--- src/rtl/fsr_pkg.sv ---
package fsr_pkg;
  typedef enum logic [2:0] {
    M_READ, M_PGM, M_ERS, M_SUSP, M_SPGM
  } mode_t;

  typedef enum logic [2:0] {
    S_IDLE, S_U1, S_U2, S_PDATA, S_E1, S_E2, S_E3
  } step_t;

  localparam logic [7:0] B_UNLOCK1 = 8'hAA;
  localparam logic [7:0] B_UNLOCK2 = 8'h55;
  localparam logic [7:0] B_PROG    = 8'hA0;
  localparam logic [7:0] B_ERSETUP = 8'h80;
  localparam logic [7:0] B_SECTER  = 8'h30;
  localparam logic [7:0] B_CHIPER  = 8'h10;
  localparam logic [7:0] B_SUSPEND = 8'hB0;
  localparam logic [7:0] B_RESUME  = 8'h30;

  function automatic logic is_busy(input mode_t m);
    return (m == M_PGM) || (m == M_ERS) || (m == M_SPGM);
  endfunction
endpackage

--- src/rtl/fsr_cmd_seq.sv ---
module fsr_cmd_seq
  import fsr_pkg::*;
#(
  parameter int SECT_W = 6
) (
  input  logic              clk,
  input  logic              rst,
  input  logic              wr_stb,
  input  logic [7:0]        wr_data,
  input  logic [SECT_W-1:0] wr_sector,
  input  logic              alg_done,
  output mode_t             mode_o,
  output logic [SECT_W-1:0] act_sector_o,
  output logic              erase_all_o,
  output logic              ry_by_o
);
  mode_t              mode_q, mode_n;
  step_t              step_q, step_n;
  logic [SECT_W-1:0]  sect_q, sect_n;
  logic               all_q, all_n;
  logic               ry_q;

  always_comb begin
    mode_n = mode_q;
    step_n = step_q;
    sect_n = sect_q;
    all_n  = all_q;
    if (alg_done) begin
      unique case (mode_q)
        M_PGM, M_ERS: begin mode_n = M_READ; step_n = S_IDLE; end
        M_SPGM:       begin mode_n = M_SUSP; step_n = S_IDLE; end
        default: ;
      endcase
    end else if (wr_stb) begin
      unique case (mode_q)
        M_ERS: if (wr_data == B_SUSPEND) mode_n = M_SUSP;
        M_READ, M_SUSP: begin
          step_n = S_IDLE;
          unique case (step_q)
            S_IDLE: begin
              if (wr_data == B_UNLOCK1) step_n = S_U1;
              else if (mode_q == M_SUSP && wr_data == B_RESUME) mode_n = M_ERS;
            end
            S_U1: if (wr_data == B_UNLOCK2) step_n = S_U2;
            S_U2: begin
              if (wr_data == B_PROG) step_n = S_PDATA;
              else if (wr_data == B_ERSETUP && mode_q == M_READ) step_n = S_E1;
            end
            S_PDATA: mode_n = (mode_q == M_READ) ? M_PGM : M_SPGM;
            S_E1: if (wr_data == B_UNLOCK1) step_n = S_E2;
            S_E2: if (wr_data == B_UNLOCK2) step_n = S_E3;
            S_E3: begin
              if (wr_data == B_SECTER) begin
                mode_n = M_ERS; sect_n = wr_sector; all_n = 1'b0;
              end else if (wr_data == B_CHIPER) begin
                mode_n = M_ERS; all_n = 1'b1;
              end
            end
            default: step_n = S_IDLE;
          endcase
        end
        default: ;
      endcase
    end
  end

  always_ff @(posedge clk) begin
    if (rst) begin
      mode_q <= M_READ;
      step_q <= S_IDLE;
      sect_q <= '0;
      all_q  <= 1'b0;
      ry_q   <= 1'b0;
    end else begin
      mode_q <= mode_n;
      step_q <= step_n;
      sect_q <= sect_n;
      all_q  <= all_n;
      ry_q   <= !is_busy(mode_n);
    end
  end

  assign mode_o       = mode_q;
  assign act_sector_o = sect_q;
  assign erase_all_o  = all_q;
  assign ry_by_o      = ry_q;

  a_r1_pgm_busy: assert property (@(posedge clk) disable iff (rst)
    (mode_q == M_READ && step_q == S_PDATA && wr_stb && !alg_done) |=> (!ry_q && mode_q == M_PGM));
  a_r2_ers_busy: assert property (@(posedge clk) disable iff (rst)
    (mode_q == M_READ && step_q == S_E3 && wr_stb && !alg_done && wr_data == B_SECTER)
      |=> (!ry_q && mode_q == M_ERS));
  a_r3_pgm_holds: assert property (@(posedge clk) disable iff (rst)
    (mode_q == M_PGM && !alg_done) |=> (mode_q == M_PGM));
  a_r4_susp_ready: assert property (@(posedge clk) disable iff (rst)
    (mode_q == M_SUSP) |-> ry_q);
  a_r11_done_ready: assert property (@(posedge clk) disable iff (rst)
    (alg_done && (mode_q == M_PGM || mode_q == M_ERS)) |=> (ry_q && mode_q == M_READ));
endmodule

--- src/rtl/fsr_toggle_status.sv ---
module fsr_toggle_status
  import fsr_pkg::*;
#(
  parameter int SECT_W = 6
) (
  input  logic              clk,
  input  logic              rst,
  input  mode_t             mode_i,
  input  logic [SECT_W-1:0] act_sector_i,
  input  logic              erase_all_i,
  input  logic              rd_done,
  input  logic [SECT_W-1:0] rd_sector,
  output logic              dq6_o,
  output logic              dq2_o
);
  logic t6_q, t2_q, dq6_q, dq2_q;
  logic hit;

  assign hit = erase_all_i || (rd_sector == act_sector_i);

  always_ff @(posedge clk) begin
    if (rst) begin
      t6_q  <= 1'b0;
      t2_q  <= 1'b0;
      dq6_q <= 1'b0;
      dq2_q <= 1'b0;
    end else begin
      if (rd_done) begin
        unique case (mode_i)
          M_PGM, M_SPGM: t6_q <= ~t6_q;
          M_ERS: begin
            t6_q <= ~t6_q;
            if (hit) t2_q <= ~t2_q;
          end
          M_SUSP: if (hit) t2_q <= ~t2_q;
          default: ;
        endcase
      end
      unique case (mode_i)
        M_PGM, M_SPGM: begin dq6_q <= t6_q; dq2_q <= 1'b1; end
        M_ERS:         begin dq6_q <= t6_q; dq2_q <= hit ? t2_q : 1'b1; end
        M_SUSP:        begin dq6_q <= hit;  dq2_q <= hit & t2_q; end
        default:       begin dq6_q <= 1'b0; dq2_q <= 1'b0; end
      endcase
    end
  end

  assign dq6_o = dq6_q;
  assign dq2_o = dq2_q;

  a_r10_no_read_no_flip: assert property (@(posedge clk) disable iff (rst)
    !rd_done |=> ($stable(t6_q) && $stable(t2_q)));
  a_r6_pgm_flip: assert property (@(posedge clk) disable iff (rst)
    (rd_done && mode_i == M_PGM) |=> (t6_q != $past(t6_q)));
  a_r8_susp_dq6_frozen: assert property (@(posedge clk) disable iff (rst)
    (mode_i == M_SUSP) |=> $stable(t6_q));
endmodule

--- src/rtl/flash_status_reporter.sv ---
module flash_status_reporter
  import fsr_pkg::*;
#(
  parameter int SECT_W = 6
) (
  input  logic              clk,
  input  logic              rst,
  input  logic              ce_n,
  input  logic              oe_n,
  input  logic              we_n,
  input  logic [SECT_W-1:0] sector_addr,
  input  logic [7:0]        cmd_data,
  input  logic              alg_done,
  output logic              ry_by,
  output logic              dq6,
  output logic              dq2
);
  logic              we_q, oe_q;
  logic              wr_stb, rd_done;
  mode_t             mode;
  logic [SECT_W-1:0] act_sector;
  logic              erase_all;

  always_ff @(posedge clk) begin
    if (rst) begin
      we_q <= 1'b1;
      oe_q <= 1'b1;
    end else begin
      we_q <= we_n;
      oe_q <= oe_n;
    end
  end

  assign wr_stb  = we_n & ~we_q & ~ce_n;
  assign rd_done = oe_n & ~oe_q & ~ce_n;

  fsr_cmd_seq #(.SECT_W(SECT_W)) u_seq (
    .clk(clk), .rst(rst), .wr_stb(wr_stb), .wr_data(cmd_data),
    .wr_sector(sector_addr), .alg_done(alg_done), .mode_o(mode),
    .act_sector_o(act_sector), .erase_all_o(erase_all), .ry_by_o(ry_by)
  );

  fsr_toggle_status #(.SECT_W(SECT_W)) u_tog (
    .clk(clk), .rst(rst), .mode_i(mode), .act_sector_i(act_sector),
    .erase_all_i(erase_all), .rd_done(rd_done), .rd_sector(sector_addr),
    .dq6_o(dq6), .dq2_o(dq2)
  );

  a_r5_reset_busy: assert property (@(posedge clk) rst |=> !ry_by);
endmodule

--- config.mk ---
export PLATFORM = sky130hd
export DESIGN_NAME = flash_status_reporter
export DESIGN_NICKNAME = d
export VERILOG_FILES = /design/src/rtl/fsr_pkg.sv /design/src/rtl/fsr_cmd_seq.sv /design/src/rtl/fsr_toggle_status.sv /design/src/rtl/flash_status_reporter.sv
export SDC_FILE = /design/constraint.sdc
export NUM_CORES = 1
export LEC_CHECK = 0
export CORE_ASPECT_RATIO = 0.5
export CORE_MARGIN = 4
export CORE_UTILIZATION = 30
export CTS_CLUSTER_SIZE = 24
export DETAILED_ROUTE_END_ITERATION = 10
export HOLD_SLACK_MARGIN = 0.03
export PLACE_DENSITY = 0.6
export SETUP_SLACK_MARGIN = 0.2
export SLEW_MARGIN = 15
export SYNTH_ARGS = -nofsm -noshare
export SYNTH_HDL_FRONTEND = slang
export SYNTH_SLANG_ARGS = --single-unit
export TNS_END_PERCENT = 30
--- constraint.sdc ---
create_clock -name clk -period 2.7 [get_ports clk]
set_input_delay 0.405 -clock clk [delete_from_list [all_inputs] [get_ports clk]]
set_output_delay 0.405 -clock clk [all_outputs]
set_load 0.03 [all_outputs]
* After elaboration in Yosys (flattened, before gate mapping)
Cells that the tools add are included.
** Operators by class
- Shifts and indexed selects :: 0
- Mux-type cells :: 27
- Magnitude comparators :: 0
- Divide/modulo/power cells :: 0
- Add/sub/neg operators :: 0
- Equality and inequality tests :: 22
- Reduce and logical (&&, ||, !) cells :: 21
- Multipliers :: 0
- Bitwise logic cells :: 11
** Operators by type and width (number)
- $mux W3 :: 16
- $eq A8 B8 Y1 const B :: 4
- $eq A3 B2 Y1 const B :: 5
- $eq A3 B3 Y1 const B :: 5
- $pmux W3 S5 :: 1
- $pmux W3 S2 :: 2
- $reduce_and A5 Y1 :: 2
- $eq A3 B1 Y1 const B :: 3
- $pmux W3 S3 :: 1
- $eq A8 B5 Y1 const B :: 1
- $eq A8 B6 Y1 const B :: 1
- $eq A8 B7 Y1 const B :: 1
- $reduce_or A2 Y1 :: 4
- $eq A6 B6 Y1 :: 1
- $logic_not A3 Y1 :: 2
- $not A1 Y1 :: 6
- $reduce_and A3 Y1 :: 2
- $reduce_bool A2 Y1 :: 3
- $and A1 B1 Y1 :: 5
- $mux W1 :: 4
- $logic_or A1 B1 Y1 :: 3
- $pmux W1 S3 :: 1
- $reduce_or A3 Y1 :: 1
- $logic_and A1 B1 Y1 :: 2
- 5 further kinds :: 5
** Word-level totals
- Memory bits (writable) :: 0
- Word-level logic and storage cells :: 92
- Memories :: 0
- Output and inout port bits :: 3
- Memory bits (read-only) :: 0
- Register bits after elaboration :: 20
- Input bits :: 20
- Latch bits :: 0

* Longest topological paths before layout
- Word-level depth :: 12
- Depth in mapped cells :: 7
- Depth with buffers taken out :: 5

* Cells and area by module
A second synthesis with hierarchy kept.
** Second synthesis, totals
- Cells, all modules :: 154
- Area, all modules :: 1206.2 um^2
** Modules (own cells, without submodules)
- fsr_cmd_seq :: cells an instance 116, area an instance 864.6 um^2, instances 1
- fsr_toggle_status :: cells an instance 32, area an instance 274.0 um^2, instances 1
- flash_status_reporter :: cells an instance 6, area an instance 67.6 um^2, instances 1

* Worst setup path before layout
No wires, ideal clock.
- Kind :: in2reg
- From :: input port alg_done
- To :: register u_seq.ry_q, in the netlist u_seq.ry_by_o
- Stages on the path :: 6
- Path slack :: 806 ps
- Path buffers :: 1
- Arrival :: 1823 ps
- Setup time :: 72 ps
- Data required time :: 2628 ps
- Cells stage by stage :: buf_2 -> nor4b_4 -> o211ai_1 -> o311a_1 -> a211oi_2 -> mux2i_1
** On the way
- Cells in the longest elaborated chain, start to end :: 5
- Elaborated cells on any way between the ends :: 7
** Ends and longest elaborated chain
- start, declared :: line flash_status_reporter.sv:13 : input logic alg_done,
- $mux W3 (*) :: line fsr_cmd_seq.sv:28 : if (alg_done) begin
- $eq A3 B1 Y1 or $eq A3 B2 Y1 (tied branches) :: line fsr_pkg.sv:20 : return (m == M_PGM) || (m == M_ERS) || (m == M_SPGM);
- $logic_or A1 B1 Y1 :: line fsr_pkg.sv:20
- $logic_or A1 B1 Y1 (*) :: line fsr_pkg.sv:20
- $logic_not A1 Y1 (*) :: line fsr_cmd_seq.sv:79 : ry_q <= !is_busy(mode_n);
- end signal, assigned :: line fsr_cmd_seq.sv:79
- end, declared :: line fsr_cmd_seq.sv:21 : logic ry_q;
Mark *: on every way between the ends. The rest lies on a longest branch, timed or not.
A chain may end at the register's enable or synchronous reset.

* Worst setup path after layout
- From :: input port cmd_data[6]
- To :: register u_seq.sect_q[3], in the netlist u_seq.act_sector_o[3]
** On the way
- Cells in the longest elaborated chain, start to end :: 2
** Ends and longest elaborated chain
- start, declared :: line flash_status_reporter.sv:12 : input logic [7:0] cmd_data,
- $eq A8 B6 Y1 :: line fsr_cmd_seq.sv:53 : if (wr_data == B_SECTER) begin
- $reduce_and A5 Y1 (no line)
- end signal, assigned :: line fsr_cmd_seq.sv:77 : sect_q <= sect_n;
- end, declared :: line fsr_cmd_seq.sv:19 : logic [SECT_W-1:0] sect_q, sect_n;
Every way passes these cells.

==> results.ini <==
[clocking]
cts_resized=0
cts_setup_buffers=0
cts.clk_slew.worst_paths_ns=0.07
clock_path_buffers=2
numCtsBuffers=3
cts_tree=built
clkLatencyLatePin_ns=0.25
h-tree-depth=1
cts.sinks=20
root_buffer=clkbuf_8
cts_hold_buf=0

[setup_path]
worstPathArrival_ns=2.24
crit_slowest_cell=or4_4
cp-start-kind=primary input
cp-end-kind=flip-flop
critPathLaunch=cmd_data[6]
r2r_start=u_seq.step_q[0]
critPathMaxFanout=7
path_cells=clkdlybuf4s50_1, nor4b_4, nand4_2, or4_4, mux2i_1, nor2_1
cp.required_ns=2.85
critPathMaxStageDelay_ns=0.60
path_class=in2reg

[final_layout]
area_growth_pct=23.60
seq_area_um2=400.4
layout.nets=191
drive_gt1_frac=0.1006
antenna_cells=0
fillers=417
multi_input_area_um2=808.3

[synthesis]
synth_edf_count=0
yosysTopAreaCell=dfxtp_1
synthTopCellsByArea=dfxtp_1 (31%), mux2i_1 (7.1%), nand2_1 (4.4%), nor2_1 (3.8%), nor4b_4 (3.7%)
yosysUniqueCellTypes=49
yosys_warnings=0
synth_top_family_by_area=simple AND/OR/NAND/NOR gates
synth_mux_area_frac=0.07052
yosysTopAreaCellShare=0.3134
syn_nets=170
yosys.area_share.simple=0.3183
yosys-top-cells-count=dfxtp_1 (20), nand2_1 (15), nor2_1 (13)
synthAdderAreaFrac=0
syn_area_per_cell_um2=8.516
synth_top_flop_cell=dfxtp_1
synth_most_common_cell=dfxtp_1
synth_area_mm2=0.001277
yosysSeqAreaShare=0.3134
async_flop_share=0
yosys.area_share.xor_xnor=0.05485
ys_ff_latch=20
synth_compound_area_frac=0.1890
syn_inst=150

[timing]
maxSlewHeadroom=0.6849
period_share=0.7762
worst_pin_slew_ns=0.4720
final-hold-violation-count=0
fin_crit_ns=2.096
rsz0062_at_grt=false
fmax_mhz=477.2
finalSetupViolCount=0
postLayoutSetupSlackWorst_ns=0.6044
maxSlewViolCount=0
skew_ns=0.003913
whs_ns=0.4759
setup_tns_ns=0

[global_routing]
grt_usage=0.1068
grt_pass1_vias=1028
grt.overflow.total=0
grt_pass1_wl_mm=4.602
grt_max_degree=17
grt_antenna_before_repair=0

[floorplanning]
die-area_mm2=0.005429
top_level_ports=23
core-area_mm2=0.004004
fp-row-count=16
die_width_um=100.3
die_h_um=54.14
start_util=0.3191

[place]
post-place-ws_ns=0.3412
port_buffers=22
gp_congestion=0.8179
hpwlAfterDp_mm=2.120

[power_and_ir_drop]
p_sw_uw=132.6
p_per_area_mw_per_mm2=365.1
leakage_uw=0.0005872
irDropWorstVdd_v=0.0001480
comb_power_share=0.151
p_seq_frac=0.522
p_int_uw=443.9
netSwitchingFraction=0.2300
p_clk_frac=0.327

[routing]
ant_nets=0
num_vias=1155
first_pass_iters=4
wire_per_inst_um=12.38
viasPerCell=5.179
dr.first_iter.drc_count=40
route.detailed.drc=0
routed_wl_mm=2.761

[min_path]
hold_path.class=reg2reg
hold_path_startpoint=u_tog.t2_q

[flow_run]
max_cap_viol_count=0

[run_status]
status=finished, final reports clean

==> stage by stage <==
step / power [uW] / instances / util / cell area [um^2]
4_1_cts: 586.6 / 223 / 0.3944 / 1579
2_1_floorplan: 345.6 / 150 / - / 1277
6_report: 576.5 / 223 / 0.3944 / 1579
3_5_place_dp: 394.5 / 220 / 0.3841 / 1538
5_1_grt: 607.0 / 223 / 0.3944 / 1579
3_3_place_gp: 394.3 / 220 / 0.3841 / 1538
==> metal layers <==
layer | vias to the layer above | GRT usage | wire, um
met5 | - | 0 | 0
met4 | 0 | 0.02685 | 12
met3 | 2 | 0.02975 | 125
met2 | 27 | 0.1743 | 1207
met1 | 533 | 0.1410 | 1416
li1 | 593 | - | -
==> flip-flops by register name, summed over array words and instances, names as in the netlist <==
register / flops
oe_q: 1
u_seq.act_sector_o: 6
u_seq.erase_all_o: 1
u_seq.mode_o: 3
u_seq.ry_by_o: 1
u_seq.step_q: 3
u_tog.dq2_o: 1
u_tog.dq6_o: 1
u_tog.t2_q: 1
u_tog.t6_q: 1
we_q: 1
==> final timing paths <==
path                            cells after the start               endpoint  slack, ns
worst max-delay path                                6  u_seq.act_sector_o[3]       0.60
worst min-delay path                                2             u_tog.t2_q       0.48
worst max register to register                      5  u_seq.act_sector_o[3]       0.78
worst min register to register                      2             u_tog.t2_q       0.48
==> final cells by class <==
type	instances	share of cell area
multi-input combinational	117	0.5119
sequential	20	0.2536
timing repair buffer	26	0.1585
tap	54	0.04279
clock buffer	3	0.02615
inverter	3	0.007132
==> logic make-up (layout without fill, tap and decap cells) <==
kind of cell	count (synthesis)	in the layout
compound gates	34	34
buf+inv	13	32
simple gates	66	66
flops	20	20
mux	9	9
xor+xnor	8	8
==> worst max-delay path, delay by kind of cell <==
| kind | cells | cell delay, ns |
|---|---|---|
| buf+inv | 1 | 0.50 |
| mux | 1 | 0.18 |
| simple gates | 4 | 1.15 |
==> power groups by stage <==
stage               clock (uW)  sequential [uW]  combinational, uW
finish                     188              301               87.2
detailed placement           0              308               86.9
global placement             0              307               86.9
global route               211              301               95.1
CTS                        198              301               87.4
floorplan                    0              310               35.5
==> placed cells by master, fill, tap and decap left out, types with 4 or more instances in the layout <==
cell,count
a21oi_1,6
buf_4,4
clkdlybuf4s50_1,22
dfxtp_1,20
mux2i_1,9
nand2_1,15
nand4_1,4
nor2_1,13
nor3_1,6
o21ai_0,4
xor2_1,5
Power figures use the tool's default switching activity.
